[config.mk]
export PLATFORM = sky130hd
export DESIGN_NAME = uart_lsr_tracker
export DESIGN_NICKNAME = d
export VERILOG_FILES = /design/src/rtl/uart_lsr_pkg.sv /design/src/rtl/lsr_rx_fifo.sv /design/src/rtl/lsr_err_count.sv /design/src/rtl/lsr_sticky_bits.sv /design/src/rtl/uart_lsr_tracker.sv
export SDC_FILE = /design/constraint.sdc
export NUM_CORES = 1
export LEC_CHECK = 0
export BUFFER_PORTS_ARGS = -buffer_cell sky130_fd_sc_hd__buf_2
export CAP_MARGIN = 20
export CELL_PAD_IN_SITES_DETAIL_PLACEMENT = 0
export CELL_PAD_IN_SITES_GLOBAL_PLACEMENT = 1
export CORE_MARGIN = 2
export CORE_UTILIZATION = 55
export DETAILED_ROUTE_END_ITERATION = 8
export GPL_TIMING_DRIVEN = 0
export PLACE_DENSITY_LB_ADDON = 0.1
export SYNTH_ARGS = -nofsm -noshare
export SYNTH_HDL_FRONTEND = slang
export SYNTH_SLANG_ARGS = --single-unit
[constraint.sdc]
create_clock -name clk -period 4.5 [get_ports clk]
set_input_delay 0.45 -clock clk [delete_from_list [all_inputs] [get_ports clk]]
set_output_delay 0.45 -clock clk [all_outputs]
set_load 0.05 [all_outputs]
[src/rtl/uart_lsr_pkg.sv]
package uart_lsr_pkg;
  localparam int DATA_W = 8;

  typedef struct packed {
    logic brk;
    logic ferr;
    logic perr;
  } rx_err_t;

  typedef struct packed {
    rx_err_t           err;
    logic [DATA_W-1:0] data;
  } rx_entry_t;
endpackage

[src/rtl/lsr_rx_fifo.sv]
module lsr_rx_fifo
  import uart_lsr_pkg::*;
#(
  parameter int DEPTH = 64
) (
  input  logic                         clk,
  input  logic                         rst_n,
  input  logic                         push,
  input  rx_entry_t                    wdata,
  input  logic                         pop,
  output rx_entry_t                    head,
  output rx_err_t                      next_err,
  output logic [$clog2(DEPTH+1)-1:0]   count
);
  localparam int AW = $clog2(DEPTH);
  localparam int CW = $clog2(DEPTH+1);

  rx_entry_t       mem [DEPTH];
  logic [AW-1:0]   wptr, rptr, rptr_nx;
  logic [CW-1:0]   cnt_q;

  assign rptr_nx  = (rptr == AW'(DEPTH-1)) ? '0 : rptr + 1'b1;
  assign head     = mem[rptr];
  assign next_err = mem[rptr_nx].err;
  assign count    = cnt_q;

  always_ff @(posedge clk) begin
    if (push) mem[wptr] <= wdata;
  end

  always_ff @(posedge clk or negedge rst_n) begin
    if (!rst_n) begin
      wptr  <= '0;
      rptr  <= '0;
      cnt_q <= '0;
    end else begin
      if (push) wptr <= (wptr == AW'(DEPTH-1)) ? '0 : wptr + 1'b1;
      if (pop)  rptr <= rptr_nx;
      case ({push, pop})
        2'b10:   cnt_q <= cnt_q + 1'b1;
        2'b01:   cnt_q <= cnt_q - 1'b1;
        default: cnt_q <= cnt_q;
      endcase
    end
  end


  no_overflow_chk: assert property (@(posedge clk) disable iff (!rst_n)
    push && !pop |-> cnt_q < CW'(DEPTH));

  no_underflow_chk: assert property (@(posedge clk) disable iff (!rst_n)
    pop |-> cnt_q != '0);
endmodule

[src/rtl/lsr_err_count.sv]
module lsr_err_count #(
  parameter int CW = 7
) (
  input  logic          clk,
  input  logic          rst_n,
  input  logic          inc,
  input  logic          dec,
  output logic [CW-1:0] cnt,
  output logic          any
);
  always_ff @(posedge clk or negedge rst_n) begin
    if (!rst_n) cnt <= '0;
    else if (inc && !dec) cnt <= cnt + 1'b1;
    else if (dec && !inc) cnt <= cnt - 1'b1;
  end

  assign any = (cnt != '0);


  err_cnt_underflow_chk: assert property (@(posedge clk) disable iff (!rst_n)
    dec && !inc |-> cnt != '0);
endmodule

[src/rtl/lsr_sticky_bits.sv]
module lsr_sticky_bits #(
  parameter int N = 4
) (
  input  logic         clk,
  input  logic         rst_n,
  input  logic [N-1:0] set,
  input  logic         clr,
  output logic [N-1:0] q
);
  for (genvar i = 0; i < N; i++) begin : g_bit
    always_ff @(posedge clk or negedge rst_n) begin
      if (!rst_n)       q[i] <= 1'b0;
      else if (set[i])  q[i] <= 1'b1;
      else if (clr)     q[i] <= 1'b0;
    end
  end


  read_clear_chk: assert property (@(posedge clk) disable iff (!rst_n)
    clr && set == '0 |=> q == '0);

  set_wins_chk: assert property (@(posedge clk) disable iff (!rst_n)
    clr && set != '0 |=> (q & $past(set)) == $past(set));
endmodule

[src/rtl/uart_lsr_tracker.sv]
module uart_lsr_tracker
  import uart_lsr_pkg::*;
#(
  parameter int DEPTH = 64,
  parameter int TRIG  = 8
) (
  input  logic       clk,
  input  logic       rst_n,
  input  logic       fifo_mode,
  input  logic       dma_en,
  input  logic       ls_irq_en,
  input  logic       rx_valid,
  input  logic [7:0] rx_data,
  input  logic [2:0] rx_err,
  input  logic       rx_pop,
  input  logic       status_rd,
  input  logic       tx_hold_empty,
  input  logic       tx_shift_empty,
  output logic [7:0] status,
  output logic [7:0] rd_data,
  output logic       ls_irq,
  output logic       err_irq,
  output logic       dma_req
);
  localparam int CW = $clog2(DEPTH+1);
  localparam logic [CW-1:0] DEPTH_C = CW'(DEPTH);
  localparam logic [CW-1:0] TRIG_C  = CW'(TRIG);

  rx_entry_t       wentry, head;
  rx_err_t         next_err, arr_err;
  logic [CW-1:0]   count, cap, after, err_cnt;
  logic            full, push_ok, pop_ok, ovr, arrive, err_any, q_err;
  logic [3:0]      sticky, sticky_set;
  logic            temt_q, thre_q;

  assign cap     = fifo_mode ? DEPTH_C : CW'(1);
  assign full    = count >= cap;
  assign push_ok = rx_valid && !full;
  assign ovr     = rx_valid && full;
  assign pop_ok  = rx_pop && (count != '0);
  assign after   = count + CW'(push_ok) - CW'(pop_ok);
  assign wentry  = '{err: rx_err_t'(rx_err), data: rx_data};

  // A new character becomes the head this edge
  assign arrive  = (pop_ok || count == '0) && (after != '0);
  assign arr_err = (pop_ok && count > CW'(1)) ? next_err : rx_err_t'(rx_err);

  lsr_rx_fifo #(.DEPTH(DEPTH)) u_fifo (
    .clk      (clk),
    .rst_n    (rst_n),
    .push     (push_ok),
    .wdata    (wentry),
    .pop      (pop_ok),
    .head     (head),
    .next_err (next_err),
    .count    (count)
  );

  lsr_err_count #(.CW(CW)) u_errs (
    .clk   (clk),
    .rst_n (rst_n),
    .inc   (push_ok && (rx_err != 3'b000)),
    .dec   (pop_ok && (head.err != '0)),
    .cnt   (err_cnt),
    .any   (err_any)
  );

  assign sticky_set = {arrive ? arr_err : 3'b000, ovr};

  lsr_sticky_bits #(.N(4)) u_sticky (
    .clk   (clk),
    .rst_n (rst_n),
    .set   (sticky_set),
    .clr   (status_rd),
    .q     (sticky)
  );

  always_ff @(posedge clk or negedge rst_n) begin
    if (!rst_n) begin
      temt_q <= 1'b1;
      thre_q <= 1'b1;
    end else begin
      temt_q <= tx_hold_empty && tx_shift_empty;
      thre_q <= tx_hold_empty;
    end
  end

  assign q_err   = fifo_mode && err_any;
  assign status  = {q_err, temt_q, thre_q, sticky, count != '0};
  assign rd_data = head.data;
  assign ls_irq  = ls_irq_en && (sticky != '0);
  assign err_irq = dma_en && q_err;
  assign dma_req = dma_en && !q_err &&
                   (fifo_mode ? (count >= TRIG_C) : (count != '0));


  err_bound_chk: assert property (@(posedge clk) disable iff (!rst_n)
    err_cnt <= count);

  err_keep_chk: assert property (@(posedge clk) disable iff (!rst_n)
    status_rd && status[7] && !rx_pop && fifo_mode |=> status[7] || !fifo_mode);

  ovr_set_chk: assert property (@(posedge clk) disable iff (!rst_n)
    ovr |=> status[1]);

  ovr_hold_chk: assert property (@(posedge clk) disable iff (!rst_n)
    ovr && !rx_pop |=> $stable(count));

  dma_block_chk: assert property (@(posedge clk) disable iff (!rst_n)
    status[7] |-> !dma_req);

  dr_after_push_chk: assert property (@(posedge clk) disable iff (!rst_n)
    push_ok |=> status[0]);
endmodule

* After elaboration in Yosys (flattened, before gate mapping)
Memories as Yosys holds them, arrays and structs flattened.
Cells that the tools add are included.
** Cells by class
- Mux-type cells :: 16
- Reduce and logical (&&, ||, !) cells :: 33
- Magnitude comparators :: 3
- Eq/ne operators :: 4
- Add/sub/neg operators :: 8
** Operator list (count)
- $mux 7 :: 3
- $reduce_bool 7->1 :: 3
- $logic_and 1x1->1 :: 15
- $add 7x1->7 const B :: 2
- $pmux 7 s2 :: 1
- $sub 7x1->7 const B :: 2
- $add 6x1->6 const B :: 2
- $eq 6x6->1 const B :: 2
- $mux 6 :: 2
- $reduce_bool 2->1 :: 6
- $mux 1 :: 8
- $add 7x1->7 :: 1
- $ge 7x4->1 const B :: 1
- $ge 7x7->1 :: 1
- $gt 7x1->1 const B :: 1
- $logic_not 7->1 :: 1
- $sub 7x1->7 :: 1
- $mux 3 :: 2
- $reduce_bool 3->1 :: 2
- $logic_not 1->1 :: 4
- $reduce_bool 4->1 :: 1
- $eq 2x1->1 const B :: 1
- $eq 2x2->1 const B :: 1
- $logic_or 1x1->1 :: 1
** Word-level totals
- Input port bits :: 21
- Memories :: 1
- RAM bits :: 704
- Register bits after elaboration :: 32
- Logic and storage cells :: 75
** Memory list
- u_fifo.mem :: depth 64, bits a word 11, read ports 2, clocked after memory_dff 0, write ports 1, line lsr_rx_fifo.sv:18 : rx_entry_t mem [DEPTH];

* Logic depth before layout (Yosys ltp)
- Word-level depth :: 10
- Gate-level depth with buffers :: 21
- Depth with buffers taken out :: 18

* Hierarchy
A second synthesis with hierarchy kept.
** Unflattened totals
- Cell total of the unflattened synthesis :: 1743
- Area, all modules :: 31355.1 µm²
** Modules (own cells, without submodules)
- lsr_rx_fifo :: times used 1, cells an instance 1576, area an instance 29891.2 µm²
- uart_lsr_tracker :: times used 1, cells an instance 101, area an instance 794.5 µm²
- lsr_err_count :: times used 1, cells an instance 57, area an instance 535.5 µm²
- lsr_sticky_bits :: times used 1, cells an instance 9, area an instance 133.9 µm²

* Worst setup path before layout
No wires, ideal clock.
- Kind :: flip-flop to flip-flop
- Start point :: register u_fifo.cnt_q[4], in the netlist u_fifo.count[4]
- End point :: register u_sticky.q[2]
- Required time :: 4.369 ns
- Cell stages (with the launch flop) :: 18
- Buffers on the path :: 1
- Data arrival time :: 3.840 ns
- Slack :: 0.529 ns
- Cells stage by stage :: dfrtp_1 inv_1 ha_1 and3_1 nand2_1 nand2_1 clkbuf_1 inv_1 ha_1 inv_1 ha_1 fa_1 a311oi_1 nand4_1 nor4b_1 a21oi_1 a21oi_1 o21ai_0
** On the way
- Elaborated cells on any way between the ends :: 17
- Classes of those cells :: add/sub: 2; order compare: 2; mux: 3; reduce/logical: 10
** RTL lines
- start: declaration :: line lsr_rx_fifo.sv:20 : logic [CW-1:0] cnt_q;
- start signal: assignment :: line lsr_rx_fifo.sv:40 : 2'b10: cnt_q <= cnt_q + 1'b1;
- start signal: assignment :: line lsr_rx_fifo.sv:41 : 2'b01: cnt_q <= cnt_q - 1'b1;
- start signal: assignment :: line lsr_rx_fifo.sv:42 : default: cnt_q <= cnt_q;
- $reduce_bool 7->1 (*)
- net status[0] :: line uart_lsr_tracker.sv:19 : output logic [7:0] status,
- $logic_and 1x1->1 (*) :: line uart_lsr_tracker.sv:40 : assign pop_ok = rx_pop && (count != '0);
- net pop_ok :: line uart_lsr_tracker.sv:32 : logic full, push_ok, pop_ok, ovr, arrive, err_any, q_err;
- $sub 7x1->7 :: line uart_lsr_tracker.sv:41 : assign after = count + CW'(push_ok) - CW'(pop_ok);
- $reduce_bool 7->1 :: line uart_lsr_tracker.sv:45 : assign arrive = (pop_ok || count == '0) && (after != '0);
- $logic_and 1x1->1 :: line uart_lsr_tracker.sv:45
- $mux 3 (*) :: line uart_lsr_tracker.sv:68 : assign sticky_set = {arrive ? arr_err : 3'b000, ovr};
- $mux 1 or $reduce_bool 2->1 (tied branches)
- end signal: indexed assignment :: line lsr_sticky_bits.sv:12 : if (!rst_n) q[i] <= 1'b0;
- end signal: indexed assignment :: line lsr_sticky_bits.sv:13 : else if (set[i]) q[i] <= 1'b1;
- end signal: indexed assignment :: line lsr_sticky_bits.sv:14 : else if (clr) q[i] <= 1'b0;
- end: declaration :: line lsr_sticky_bits.sv:8 : output logic [N-1:0] q
The timed path passes the listed nets; every way through them passes the cells marked *.
A chain may end at the register's enable or synchronous reset.

* Worst setup path in the final report
- Start point :: register u_fifo.rptr[1]
- End point :: register u_errs.cnt[6]
** On the way
- Longest elaborated chain between the ends :: 6
- Elaborated cells on any way between the ends :: 8
- Classes of those cells :: mux: 1; reduce/logical: 6; memory: 1
** RTL lines
- start: declaration :: line lsr_rx_fifo.sv:19 : logic [AW-1:0] wptr, rptr, rptr_nx;
- start signal: assignment :: line lsr_rx_fifo.sv:38 : if (pop) rptr <= rptr_nx;
- $mem_v2 64x11 (*)
- $reduce_bool 3->1 (*) :: line uart_lsr_tracker.sv:63 : .dec (pop_ok && (head.err != '0)),
- $logic_and 1x1->1 (*) :: line uart_lsr_tracker.sv:63
- $logic_not 1->1 :: line lsr_err_count.sv:13 : else if (inc && !dec) cnt <= cnt + 1'b1;
- $logic_and 1x1->1 :: line lsr_err_count.sv:13
- $mux 7 or $reduce_bool 2->1 (tied branches)
- end signal: assignment :: line lsr_err_count.sv:13
- end signal: assignment :: line lsr_err_count.sv:14 : else if (dec && !inc) cnt <= cnt - 1'b1;
- end: declaration :: line lsr_err_count.sv:8 : output logic [CW-1:0] cnt,
Mark *: on every way between the ends. The rest lies on a longest branch, timed or not.

==> impl_metrics.json <==
{
  "finalCritPeriodShare": 0.9650,
  "grt_usage": 0.2911,
  "vias_per_cell": 6.505,
  "wl_met2_mm": 36.89,
  "fin_nets": 1989,
  "area_delta_synth_final_pct": 14.03,
  "gp_congestion": 0.9577,
  "dieWidth_um": 240.0,
  "p_leak_uw": 0.01137,
  "fin_crit_ns": 4.343,
  "postRouteWirelength_mm": 81.98,
  "path_buf_inv": 3,
  "synth_edf_count": 704,
  "maxSlewHeadroom": 0.2156,
  "cp.depth": 18,
  "min_path_type": "in2reg",
  "max_freq_ghz": 0.2303,
  "grt_pass1_vias": 17250,
  "hold_ws_ns": 0.05608,
  "drt-initial-drc-count": 2440,
  "synth_top_area_share": 0.6903,
  "synth_cells": 1764,
  "worstPathCellList": "clkbuf_4 > buf_2 > nor4_2 > a21oi_1 > mux4_2 > a21oi_1 > a21oi_1 > a31oi_2 > ha_2 > inv_2 > fa_1 > a21o_1 > a21oi_2 > o21bai_1 > a21oi_1 > xnor2_1 > nor2_1 > xor2_1",
  "rows": 86,
  "critPathMaxStageDelay_ns": 0.51,
  "status": "finished clean",
  "worstPathArrival_ns": 4.83,
  "clk_pin_slew_worst_paths_ns": 0.06,
  "grt.overflow.total": 0,
  "num_antenna_cells": 0,
  "start_util": 0.5559,
  "wl_per_cell_um": 29.90,
  "finalHoldViolations": 0,
  "avgSynthCellArea_um2": 17.36,
  "synth_fp_nets": 1822,
  "die_area_um2": 57580,
  "synthArstFlopShare": 0.04348,
  "critical_path.max_fanout": 10,
  "wl_met3_mm": 8.206,
  "power_density_nw_per_um2": 592.2,
  "yosysTopAreaCell": "edfxtp_1",
  "routed.top_layer": "met4",
  "synth-warning-count": 0,
  "nFillCells": 3980,
  "port_buffers": 39,
  "worstPathRequired_ns": 4.99,
  "drc": 0,
  "cap_violations": 0,
  "cts_tree": "done",
  "ys.flop_type": "edfxtp_1",
  "drive_gt1_frac": 0.2322,
  "whs_path_depth": 2,
  "clock_latency_ns": 0.62,
  "dpl.hpwl_mm": 54.22,
  "grt_pass1_wl_mm": 118.1,
  "rsz0062_at_grt": "true",
  "dieHeight_um": 240.0,
  "synth_seq_cells": 736,
  "critPathLaunchType": "flip-flop",
  "fin_skew_ns": 0.02046,
  "crit_type": "reg2reg",
  "clkSinkCount": 736,
  "numCtsBuffers": 76,
  "setup_viol": 0,
  "io_pins": 40,
  "vias": 17840,
  "multi_input_area_um2": 8250,
  "clk_path_buf_depth": 3,
  "seq_area_um2": 21940,
  "grt_max_degree": 65,
  "worst_path_most_repeated_cell": "a21oi_1",
  "ant_nets": 0,
  "crit_family": "compound AO/OA/AOI/OAI gates",
  "drtPass1Iterations": 7,
  "crit_path_end_kind": "flip-flop",
  "syn_area_um2": 30620,
  "cp_slowest_cell": "mux4_2",
  "cts_root_buf": "clkbuf_16",
  "core_um2": 55090,
  "r2r_cells": 18,
  "peakVddDrop_v": 0.0004044,
  "worst_slack_ns": 0.1573,
  "synth.most_common_cell": "edfxtp_1",
  "slew_viol_final": 0,
  "synth_cell_type_count": 59,
  "drt-met1-wl_mm": 34.86,
  "antenna_found_initial": 1,
  "synth_common_cells": "edfxtp_1, nand2_1, mux4_2",
  "tightest_slew_ns": 1.172,
  "place_ws_ns": -0.7959,
  "seq_area_frac_synth": 0.7165,
  "cts.htree.levels": 3,
  "synth.area.top_cells": "edfxtp_1, mux4_2, dfrtp_1, nand2_1, ha_1"
}
[cell type report]
| class | count | share of cell area |
|---|---|---|
| sequential | 736 | 0.6284 |
| multi-input combinational | 906 | 0.2363 |
| clock buffer | 91 | 0.05729 |
| tap | 748 | 0.02680 |
| timing repair buffer | 90 | 0.02357 |
| buffer | 100 | 0.01576 |
| clock inverter | 50 | 0.009566 |
| inverter | 21 | 0.002400 |
[report_power, final]
group	leakage, uW	switching [uW]	internal, uW
sequential	0.00671	153	7720
combinational	0.00351	4390	2440
clock	0.00115	2620	3360
total	0.0114	7170	13500
[flip-flops by register name, summed over array words and instances (netlist names)]
name	flops
u_fifo.wptr	6
u_sticky.q	4
u_fifo.count	7
u_fifo.mem	704
thre_q	1
u_fifo.rptr	6
temt_q	1
u_errs.cnt	7
[logic make-up after synthesis]
| family | after synthesis | synth area share |
|---|---|---|
| AOI/OAI and AO/OA | 172 | 0.03742 |
| adders and majority gates | 37 | 0.01561 |
| DFF | 736 | 0.7165 |
| xor gates and xnor gates | 25 | 0.007150 |
| muxes | 210 | 0.1360 |
| buffers and inverters | 122 | 0.01802 |
| and+or+nand+nor | 462 | 0.06925 |
[cell usage in the layout (no fill, tap or decap), types with 30 or more instances in the layout]
cell and count:
edfxtp_1 704, nand2_1 175, mux4_2 164, nor2_1 96
clkbuf_16 78, buf_2 70, nand3_1 53, a21oi_1 49
clkbuf_1 46, nor3_1 43, mux2i_1 37, ha_1 34
dfrtp_1 30
[through the flow]
stage / TNS [ns] / cells / power (uW) / area (um^2) / util
after global routing: -0.06091 / 2742 / 21380 / 34920 / 0.6339
final: 0 / 2742 / 20680 / 34920 / 0.6339
after global placement: -6.156 / 2551 / 14470 / 31760 / 0.5764
after detailed placement: -3.671 / 2572 / 14550 / 32030 / 0.5814
after CTS: -0.1218 / 2715 / 20550 / 34480 / 0.6259
after floorplan: 0 / 1764 / 12180 / 30620 / -
[metal layers]
metal  vias to the layer above  global-route usage
met4                         0             0.08922
met2                      1001              0.4280
met1                      9273              0.4421
met5                         -                   0
met3                       130             0.06211
li1                       7432                   -
[worst paths after layout]
check                               startpoint               to  slack [ns]
worst max-delay path            u_fifo.rptr[1]    u_errs.cnt[6]        0.16
worst min-delay path            tx_shift_empty           temt_q        0.06
worst max register to register  u_fifo.rptr[1]    u_errs.cnt[6]        0.16
worst min register to register   u_errs.cnt[6]    u_errs.cnt[6]        0.48
max in group asynchronous                rst_n   u_fifo.wptr[1]        3.45
min in group asynchronous                rst_n  u_fifo.count[5]        0.48
[timing repair]
action | in CTS | in global routing
pin swaps | 0 | 4
setup buffers | 0 | 2
resized for setup | 32 | 51
hold endpoints to repair | 31 | 0
endpoints found under the setup margin | 17 | 6
hold buffers | 2 | 0
Note: power is estimated with default switching activity, not from simulation.
